$ cat src/rtl/nbcd_pkg.sv
package nbcd_pkg;
  localparam int GROUP_BITS = 4;
  localparam int TREE_NODES = (1 << GROUP_BITS) - 1;
  localparam int LEAF_BASE  = (1 << (GROUP_BITS - 1)) - 1;
  localparam int LEAF_COUNT = 1 << (GROUP_BITS - 1);
  localparam int ST_W       = $clog2(TREE_NODES);
  localparam int LEAF_W     = GROUP_BITS - 1;

  // heap-ordered decision tree: children of node n are 2n+1 (bit 0) and 2n+2 (bit 1)
  typedef enum logic [ST_W-1:0] {
    ST_ROOT, ST_L1_0, ST_L1_1,
    ST_L2_0, ST_L2_1, ST_L2_2, ST_L2_3,
    ST_L3_0, ST_L3_1, ST_L3_2, ST_L3_3, ST_L3_4, ST_L3_5, ST_L3_6, ST_L3_7
  } tree_st_e;

  function automatic logic is_leaf(tree_st_e s);
    return 32'(s) >= LEAF_BASE;
  endfunction

  function automatic tree_st_e step(tree_st_e s, logic b);
    logic [ST_W:0] child;
    child = {s, 1'b0} + (ST_W+1)'(1) + {{ST_W{1'b0}}, b};
    if (is_leaf(s)) return ST_ROOT;
    return tree_st_e'(child[ST_W-1:0]);
  endfunction
endpackage

$ cat src/rtl/nbcd_tree_fsm.sv
module nbcd_tree_fsm
  import nbcd_pkg::*;
(
  input  logic     clk,
  input  logic     rst,
  input  logic     take,
  input  logic     bit_in,
  output tree_st_e state,
  output logic     at_leaf,
  output logic     leaf_arm
);
  logic [LEAF_COUNT-1:0] arm_vec;
  logic [ST_W-1:0]       leaf_off;

  // leaf offset bits along the path: [LEAF_W-1]=bit0, ..., [0]=bit(GROUP_BITS-2)
  // a leaf arms the flag when bit2 or bit1 of the group was 1
  for (genvar k = 0; k < LEAF_COUNT; k++) begin : g_arm
    assign arm_vec[k] = ((k & 1) != 0) || ((k & 2) != 0);
  end

  assign at_leaf  = is_leaf(state);
  assign leaf_off = state - ST_W'(LEAF_BASE);
  assign leaf_arm = at_leaf && arm_vec[leaf_off[LEAF_W-1:0]];

  always_ff @(posedge clk) begin
    if (rst)       state <= ST_ROOT;
    else if (take) state <= step(state, bit_in);
  end

  p_hold_r6: assert property (@(posedge clk) disable iff (rst)
    !take |=> $stable(state));
  p_wrap_r2: assert property (@(posedge clk) disable iff (rst)
    (take && at_leaf) |=> (state == ST_ROOT));
endmodule

$ cat src/rtl/nbcd_flag_reg.sv
module nbcd_flag_reg (
  input  logic clk,
  input  logic rst,
  input  logic take,
  input  logic bit_in,
  input  logic at_leaf,
  input  logic leaf_arm,
  output logic flag
);
  always_ff @(posedge clk) begin
    if (rst) flag <= 1'b0;
    else     flag <= take && at_leaf && leaf_arm && bit_in;
  end

  p_pulse_r5: assert property (@(posedge clk) disable iff (rst)
    flag |=> !flag);
  p_idle_r6: assert property (@(posedge clk) disable iff (rst)
    !take |=> !flag);
  p_source_r3: assert property (@(posedge clk) disable iff (rst)
    $rose(flag) |-> ($past(take) && $past(bit_in) && $past(at_leaf)));
endmodule

$ cat src/rtl/nbcd_serial_detect.sv
module nbcd_serial_detect
  import nbcd_pkg::*;
(
  input  logic clk,
  input  logic rst,
  input  logic ser_in,
  input  logic bit_en,
  output logic flag_out
);
  tree_st_e st;
  logic     leaf_q;
  logic     arm_q;

  nbcd_tree_fsm u_tree (
    .clk      (clk),
    .rst      (rst),
    .take     (bit_en),
    .bit_in   (ser_in),
    .state    (st),
    .at_leaf  (leaf_q),
    .leaf_arm (arm_q)
  );

  nbcd_flag_reg u_flag (
    .clk      (clk),
    .rst      (rst),
    .take     (bit_en),
    .bit_in   (ser_in),
    .at_leaf  (leaf_q),
    .leaf_arm (arm_q),
    .flag     (flag_out)
  );
endmodule

$ cat config.mk
export PLATFORM = sky130hd
export DESIGN_NAME = nbcd_serial_detect
export DESIGN_NICKNAME = d
export VERILOG_FILES = /design/src/rtl/nbcd_pkg.sv /design/src/rtl/nbcd_tree_fsm.sv /design/src/rtl/nbcd_flag_reg.sv /design/src/rtl/nbcd_serial_detect.sv
export SDC_FILE = /design/constraint.sdc
export NUM_CORES = 1
export LEC_CHECK = 0
export BUFFER_PORTS_ARGS = -buffer_cell sky130_fd_sc_hd__buf_4
export CORE_AREA = 8 8 45 47
export CTS_CLUSTER_DIAMETER = 30
export DETAILED_ROUTE_END_ITERATION = 6
export DIE_AREA = 0 0 53 55
export GPL_ROUTABILITY_DRIVEN = 0
export GPL_TIMING_DRIVEN = 0
export PLACE_DENSITY = 0.33
export SLEW_MARGIN = 20
export SYNTH_ARGS = -nofsm -noshare
export SYNTH_HDL_FRONTEND = slang
export SYNTH_HIERARCHICAL = 1
export SYNTH_SLANG_ARGS = --single-unit
$ cat constraint.sdc
create_clock -name clk -period 1.8 [get_ports clk]
set_input_delay 0.36 -clock clk [delete_from_list [all_inputs] [get_ports clk]]
set_output_delay 0.36 -clock clk [all_outputs]
set_load 0.01 [all_outputs]
==> reports/results.ini, run 1 <==
[worst_setup_path]
cp_max_fo=4
crit_arrival_ps=1270
crit_required_ps=1970
startpoint_type=register
crit_type=register to register
end_kind=register

[worst_hold_path]
hp-class=input pin to register

[cts]
htreeDepth=1
insertion_delay_ps=240
cts-resized-gates=0
clkTransAtPathRegs_ps=40
cts-buffers-inserted=3
ctsRootBufferMaster=clkbuf_4
cts_tree=yes
postCtsSetupBuffers=0
clock-sinks=5
cts_buffer_depth=2
cts_hold_buf=0

[power]
clkPwrFrac=0.460
seq_power_share=0.437
p_switching_mw=0.0653
p_sw_frac=0.233
cellLeakagePower_nw=0.139
comb_power_share=0.102
peakVddDrop_mv=0.248
internal_power_mw=0.215
pwr_density_cell_mw_per_mm2=831

[floorplan]
dieWidth_um=53
start_util=0.189
num_io_pins=5
core_mm2=0.00138
die-area_mm2=0.00292
row_count=14
dieHeight_um=55

[sta]
post-route-period-util=0.609
worst_slew_pin_slew_ps=212
fin_crit_ps=1100
setup_viol=0
fin_worst_hold_slack_ps=312
relSlewSlack=0.858
skew_ps=1.91
rsz0062_at_grt=no
hold_viol_final=0
slew_viol_final=0
fmax_mhz=912
finalSetupTns_ps=0

[yosys]
syn_inst=27
ys_types=18
synth_area_um2=262
synth_nets=32
ys_seq_elements=5
synth.avg_cell_area_um2=9.69
seq_area_frac_synth=0.383
yosys_warnings=6

[finish]
final_cell_mix=dfxtp_1 (5), buf_4 (4), nand2_1 (4)
final_common_cell=dfxtp_1
area_growth_syn_to_layout_pct=29.2
diodes=0
nets=41
drive_gt1_frac=0.371

[outcome]
status=finished, final reports clean

[run]
drv_cap=0

[detailed_routing]
vias_per_cell=4.08
detail-route-antenna-nets=0
routedWlPerCell_um=9.59
routed_wl_um=489
drt_iter0_markers=1
drtPass1Iterations=2
drc=0
via_count=208

[global_routing]
grt_use_total=0.0437
antenna_found_initial=0
first_global_vias=218
grt_overflow=0
grt_pass1_wl_um=793
grt_max_degree=6

[place]
io_buffers=4

## cell usage after synthesis
master	n	area share
o21ai_2	3	0.10
ha_1	1	0.048
inv_1	1	0.014
and2_1	1	0.024
xnor2_1	1	0.033
and4b_1	1	0.038
o22ai_1	1	0.024
nand2b_1	1	0.024
nand3_1	1	0.019
a21oi_1	1	0.019
or3b_1	1	0.033
dfxtp_1	5	0.38
nor3b_2	1	0.048
nand2_1	4	0.057
nor2_1	1	0.014
nand2b_4	1	0.053
nand3_2	1	0.038
or2b_1	1	0.029
## flip-flops by register name, indices dropped and copies added, names as in the netlist
name          count
u_tree/state      4
u_flag/flag       1
## per-layer routing
metal  wire, um  GRT usage
met1        217     0.0379
met2        223     0.0527
met3         47     0.0348
met4          0     0.0647
met5          0          0
## final timing paths
kind         slack (ps)  cells past startpoint                            to                    startpoint
max                 700                      3  u_tree/state[2]$_SDFFE_PP0P_  u_tree/state[3]$_SDFFE_PP0P_
min                 310                      2        u_flag/flag$_SDFF_PP0_                           rst
max reg2reg         700                      3  u_tree/state[2]$_SDFFE_PP0P_  u_tree/state[3]$_SDFFE_PP0P_
min reg2reg         510                      2  u_tree/state[2]$_SDFFE_PP0P_  u_tree/state[2]$_SDFFE_PP0P_
## final cells by class
type / count / area [um2]
clock buffer: 4 / 26.3
fill: 153 / 1050
inverter: 1 / 3.75
multi-input combinational: 21 / 158
sequential: 5 / 100
tap: 16 / 20.0
timing repair buffer: 4 / 30.0
## power groups by stage
stage	Sequential (mW)	Clock, mW	Combinational, mW
after global placement	0.125	0	0.0287
after global routing	0.123	0.147	0.0326
after CTS	0.123	0.138	0.0292
final	0.123	0.129	0.0288
after detailed placement	0.125	0	0.0286
after floorplan	0.123	0	0.0183
## worst max-delay path, cell delays in order (launching register included)
cell and delay (ps):
dfxtp_1 320, or3b_1 400, nand2b_4 180, o21ai_2 130
## through the flow
step	util	std cells	worst slack (ps)	cell area, um2	power (mW)
floorplan	-	27	747	262	0.142
global placement	0.225	47	560	312	0.154
detailed placement	0.225	47	570	312	0.153
CTS	0.244	51	700	338	0.290
global route	0.244	51	663	338	0.303
finish	0.244	51	704	338	0.281
## cell families (layout without fill, tap and decap cells)
logic type / count (synthesis) / count (layout) / synth area share
simple gates: 14 / 14 / 0.378
compound gates: 5 / 5 / 0.144
flops: 5 / 5 / 0.383
fa+ha+maj: 1 / 1 / 0.0478
xor+xnor: 1 / 1 / 0.0335
buf+inv: 1 / 9 / 0.0143
No activity file was read; power rests on OpenSTA's default activity.
==> inputs of run 2 (changes only) <==
==> constraint.sdc (replaced) <==
create_clock -name clk -period 1.1 [get_ports clk]
set_input_delay 0.22 -clock clk [delete_from_list [all_inputs] [get_ports clk]]
set_output_delay 0.22 -clock clk [all_outputs]
set_load 0.01 [all_outputs]
==> run 2 against run 1 <==
Effect of this change:
- non-clock buffer count unchanged
- register-to-register slack got worse by 670 ps
- maximum frequency increased by 3.2%
- design area increased by 0.74%
- wire length decreased by 0.41%
- final cell count unchanged
- critical path depth unchanged
- die area unchanged
- first-iteration DRC count decreased by 100%
- core utilization increased by 0.18 points
- critical path type unchanged
- largest power group unchanged
- highest routed layer unchanged
==> reports/results.ini, run 2 (synthesis gave the netlist of run 1 again) <==
[cts]
cts_hold_buf=0
clock-sinks=5
postCtsSetupBuffers=0
cts_tree=yes
insertion_delay_ps=240
cts-buffers-inserted=3
htreeDepth=1
cts_buffer_depth=2
ctsRootBufferMaster=clkbuf_4
clkTransAtPathRegs_ps=40

[sta]
fmax_mhz=942
relSlewSlack=0.857
post-route-period-util=0.965
skew_ps=1.80
fin_worst_hold_slack_ps=171
setup_viol=0
hold_viol_final=0
fin_crit_ps=1060
worst_slew_pin_slew_ps=213
rsz0062_at_grt=no
slew_viol_final=0

[floorplan]
dieHeight_um=55
core_mm2=0.00138
row_count=14
die-area_mm2=0.00292
dieWidth_um=53
start_util=0.189
num_io_pins=5

[detailed_routing]
routedWlPerCell_um=9.55
via_count=204
drtPass1Iterations=1
detail-route-antenna-nets=0
vias_per_cell=4.00
routed_wl_um=487
drc=0
drt_iter0_markers=0

[finish]
final_cell_mix=dfxtp_1 (5), buf_4 (4), nand2_1 (4)
drive_gt1_frac=0.400
final_common_cell=dfxtp_1
diodes=0
reg_top3=u_tree/state x4, u_flag/flag x1
nFillCells=153
nets=41
largest-register=u_tree/state
area_growth_syn_to_layout_pct=30.1
largest_reg_flops=4

[power]
peakVddDrop_mv=0.406
pwr_density_cell_mw_per_mm2=1350
total_power_mw=0.461
cellLeakagePower_nw=0.139

[worst_setup_path]
end_kind=register
worstReg2RegStart=u_tree/state[3]$_SDFFE_PP0P_
cp_max_fo=4
crit_required_ps=1270
regToRegSetupSlack_ps=40
r2r_cells=3
cp-endpoint=u_tree/state[2]$_SDFFE_PP0P_
crit_arrival_ps=1230
crit_type=register to register
startpoint_type=register
startpoint=u_tree/state[3]$_SDFFE_PP0P_
r2r-end=u_tree/state[2]$_SDFFE_PP0P_

[global_routing]
grt_pass1_wl_um=793
grt_max_degree=6
grt_use_total=0.0437
antenna_found_initial=0
grt_overflow=0
first_global_vias=218

[outcome]
status=finished, final reports clean

[worst_hold_path]
hp-class=input pin to register

[place]
io_buffers=4

[run]
drv_cap=0

-- run 2: cell counts in the layout (fill, tap and decap cells not counted) --
Identical to the previous run, type by type.
-- run 2: area by class of cell --
class	count	area [um2]	share of cell area
flip-flops and latches	5	100	0.294
clock buffers	4	26.3	0.0772
inverters	1	3.75	0.0110
well taps	16	20.0	0.0588
repair buffers	4	30.0	0.0882
multi-input cells	21	160	0.471
-- run 2: per-stage QoR --
stage,area [um2],TNS (ps),setup WS [ps],cells,util
3_3_place_gp,312,-0.426,-0.426,47,0.225
4_1_cts,338,0,22.8,51,0.244
5_1_grt,340,0,13.0,51,0.246
2_1_floorplan,262,0,89.8,27,-
6_report,340,0,38.1,51,0.246
3_5_place_dp,312,0,10.1,47,0.225
-- run 2: what timing repair did --
item,in CTS,in global routing
pin swaps,1,0
gates resized for setup,0,1
endpoints found under the setup margin,1,2
-- run 2: where the power goes --
part,internal (mW),switching [mW],leakage [nW]
Combinational,0.0268,0.0218,0.0832
Clock,0.137,0.0740,0.0150
Sequential,0.190,0.0106,0.0408
-- run 2: routing by layer --
| metal | part of all wire | global-route usage |
|---|---|---|
| met5 | 0 | 0 |
| met4 | 0 | 0.0647 |
| met3 | 0.097 | 0.0348 |
| met2 | 0.45 | 0.0527 |
| met1 | 0.45 | 0.0379 |
-- run 2: worst min-delay path by stage --
| stage | slack, ps | depth (start not counted) | startpoint | end |
|---|---|---|---|---|
| 5_1_grt | 160 | 2 | rst | u_flag/flag$_SDFF_PP0_ |
| 3_5_place_dp | 420 | 2 | rst | u_flag/flag$_SDFF_PP0_ |
| 4_1_cts | 160 | 2 | rst | u_flag/flag$_SDFF_PP0_ |
| 6_report | 170 | 2 | rst | u_flag/flag$_SDFF_PP0_ |
| 3_3_place_gp | 420 | 2 | rst | u_flag/flag$_SDFF_PP0_ |
| 2_1_floorplan | 290 | 1 | rst | u_flag/flag$_SDFF_PP0_ |
-- run 2: critical path: stages (launching register included) --
cell      delay, ps
dfxtp_1         320
or3b_4          380
nand2b_4        170
o21ai_2         130
==> inputs of run 3 (changes only) <==
--- a/config.mk
+++ b/config.mk
@@ -6,13 +6,15 @@
 export NUM_CORES = 1
 export LEC_CHECK = 0
 export BUFFER_PORTS_ARGS = -buffer_cell sky130_fd_sc_hd__buf_4
+export CELL_PAD_IN_SITES_DETAIL_PLACEMENT = 1
+export CELL_PAD_IN_SITES_GLOBAL_PLACEMENT = 2
 export CORE_AREA = 8 8 45 47
 export CTS_CLUSTER_DIAMETER = 30
 export DETAILED_ROUTE_END_ITERATION = 6
 export DIE_AREA = 0 0 53 55
 export GPL_ROUTABILITY_DRIVEN = 0
 export GPL_TIMING_DRIVEN = 0
-export PLACE_DENSITY = 0.33
+export PLACE_DENSITY = 0.48
 export SLEW_MARGIN = 20
 export SYNTH_ARGS = -nofsm -noshare
 export SYNTH_HDL_FRONTEND = slang
==> run 3 against run 2 <==
Effect of this change:
- design area rose by 0.37%
- wire length increased by 7.6%
- count of clock-buffer cells in the layout unchanged
- maximum frequency grew 1.4%
- flip-flop and latch count is the same
- global-route usage up 0.39 points
- die area is the same
- register-to-register slack about the same
- sequential power about the same
- clock skew rose by 1.0 ps
- sequential share of layout area increased by 0.26 points
- total power fell by 0.15%
- highest routed layer is now met4
==> reports/results.ini, run 3 (synthesis gave the netlist of run 1 again) <==
[worst_hold_path]
hp-class=input pin to register
worstHoldStart=rst
min_path_cells=2
worstHoldEndpoint=u_flag/flag$_SDFF_PP0_

[detailed_routing]
drc=0
routedWlPerCell_um=10.3
routed_wl_um=524
vias_per_cell=4.20
route.met3.wl_um=19
top_layer_used=met4
wl_met1_um=230
drt_iter0_markers=0
drtPass1Iterations=1
detail-route-antenna-nets=0
via_count=214
met2WireLength_um=244

[worst_setup_path]
end_kind=register
cp_max_fo=4
crit_family=simple AND/OR/NAND/NOR gates
crit_type=register to register
crit_required_ps=1280
startpoint=u_tree/state[3]$_SDFFE_PP0P_
crit_buf_inv=0
r2r_cells=3
startpoint_type=register
crit_chain=or3b_4 > nand2b_4 > o21ai_2
crit_arrival_ps=1220
regToRegSetupSlack_ps=50
worstReg2RegStart=u_tree/state[3]$_SDFFE_PP0P_
cp_slowest_cell=or3b_4
r2r-end=u_tree/state[0]$_SDFFE_PP0P_
max_stage_delay_ps=390

[cts]
clkTransAtPathRegs_ps=40
cts-buffers-inserted=3
cts_buffer_depth=2
cts_tree=yes
postCtsSetupBuffers=0
htreeDepth=1
clock-sinks=5
insertion_delay_ps=240
ctsRootBufferMaster=clkbuf_4

[global_routing]
grt_use_total=0.0476
grt_max_degree=6
grt_overflow=0
antenna_found_initial=0
grt_pass1_wl_um=903
first_global_vias=215

[sta]
hold_viol_final=0
rsz0062_at_grt=no
post-route-period-util=0.952
setup_viol=0
worst_slew_pin_slew_ps=274
fin_worst_hold_slack_ps=171
fmax_mhz=955
finalSetupTns_ps=0
relSlewSlack=0.817
setup_slack_ps=53.0
fin_crit_ps=1050
skew_ps=2.84
slew_viol_final=0

[floorplan]
core_mm2=0.00138
dieHeight_um=55
start_util=0.189
row_count=14
die-area_mm2=0.00292
num_io_pins=5
dieWidth_um=53

[finish]
final_cell_mix=buf_4 (4), dfxtp_1 (4), nand2_1 (4)
multi_input_area_um2=160
drive_gt1_frac=0.429
diodes=0
nets=41
fin_cells=51
area_growth_syn_to_layout_pct=30.6
reg_top3=u_tree/state x4, u_flag/flag x1
register_area_um2=101
largest-register=u_tree/state
largest_reg_flops=4
nFillCells=166

[power]
cellLeakagePower_nw=0.139
total_power_mw=0.460
pwr_density_cell_mw_per_mm2=1350
peakVddDrop_mv=0.334

[place]
place_inst=47
dp_slack_ps=20.1
io_buffers=4

[run]
drv_cap=0

[outcome]
status=finished, final reports clean

-- run 3: layer usage --
layer  track usage  vias to the layer above
li1              -                      110
met1        0.0472                       96
met2        0.0625                        5
met3        0.0160                        3
met4        0.0776                        0
met5             0                        -
-- run 3: worst max path at each step --
stage | endpoint | slack, ps | depth (start not counted)
floorplan | u_tree/state[2]$_SDFFE_PP0P_ | 90 | 3
global placement | u_tree/state[2]$_SDFFE_PP0P_ | 20 | 4
detailed placement | u_tree/state[2]$_SDFFE_PP0P_ | 20 | 4
CTS | u_tree/state[2]$_SDFFE_PP0P_ | 20 | 3
global route | u_tree/state[0]$_SDFFE_PP0P_ | 9 | 3
finish | u_tree/state[0]$_SDFFE_PP0P_ | 50 | 3
-- run 3: worst register-to-register path, stage by stage, from the launching register on --
cell	delay, ps
dfxtp_2	320
or3b_4	390
nand2b_4	170
o21ai_2	100
-- run 3: layout make-up --
class / instances / area share
multi-input combinational: 21 / 0.469
timing repair buffer: 4 / 0.0879
sequential: 5 / 0.297
tap: 16 / 0.0586
inverter: 1 / 0.0110
clock buffer: 4 / 0.0769
-- run 3: power breakdown --
part	total (mW)	leakage, nW	switching, mW	internal, mW
Sequential	0.202	0.0413	0.0108	0.191
Clock	0.209	0.0150	0.0722	0.137
Combinational	0.0493	0.0832	0.0224	0.0269
-- run 3: timing repair --
action	in CTS	in global routing
endpoints found under the setup margin	0	3
hold endpoints to repair	0	0
hold buffers	0	0
gates resized for setup	0	2
-- run 3: per-stage QoR --
stage	area, um2	util
after global placement	312	0.225
final	342	0.247
after floorplan	262	-
after global routing	342	0.247
after detailed placement	312	0.225
after CTS	338	0.244
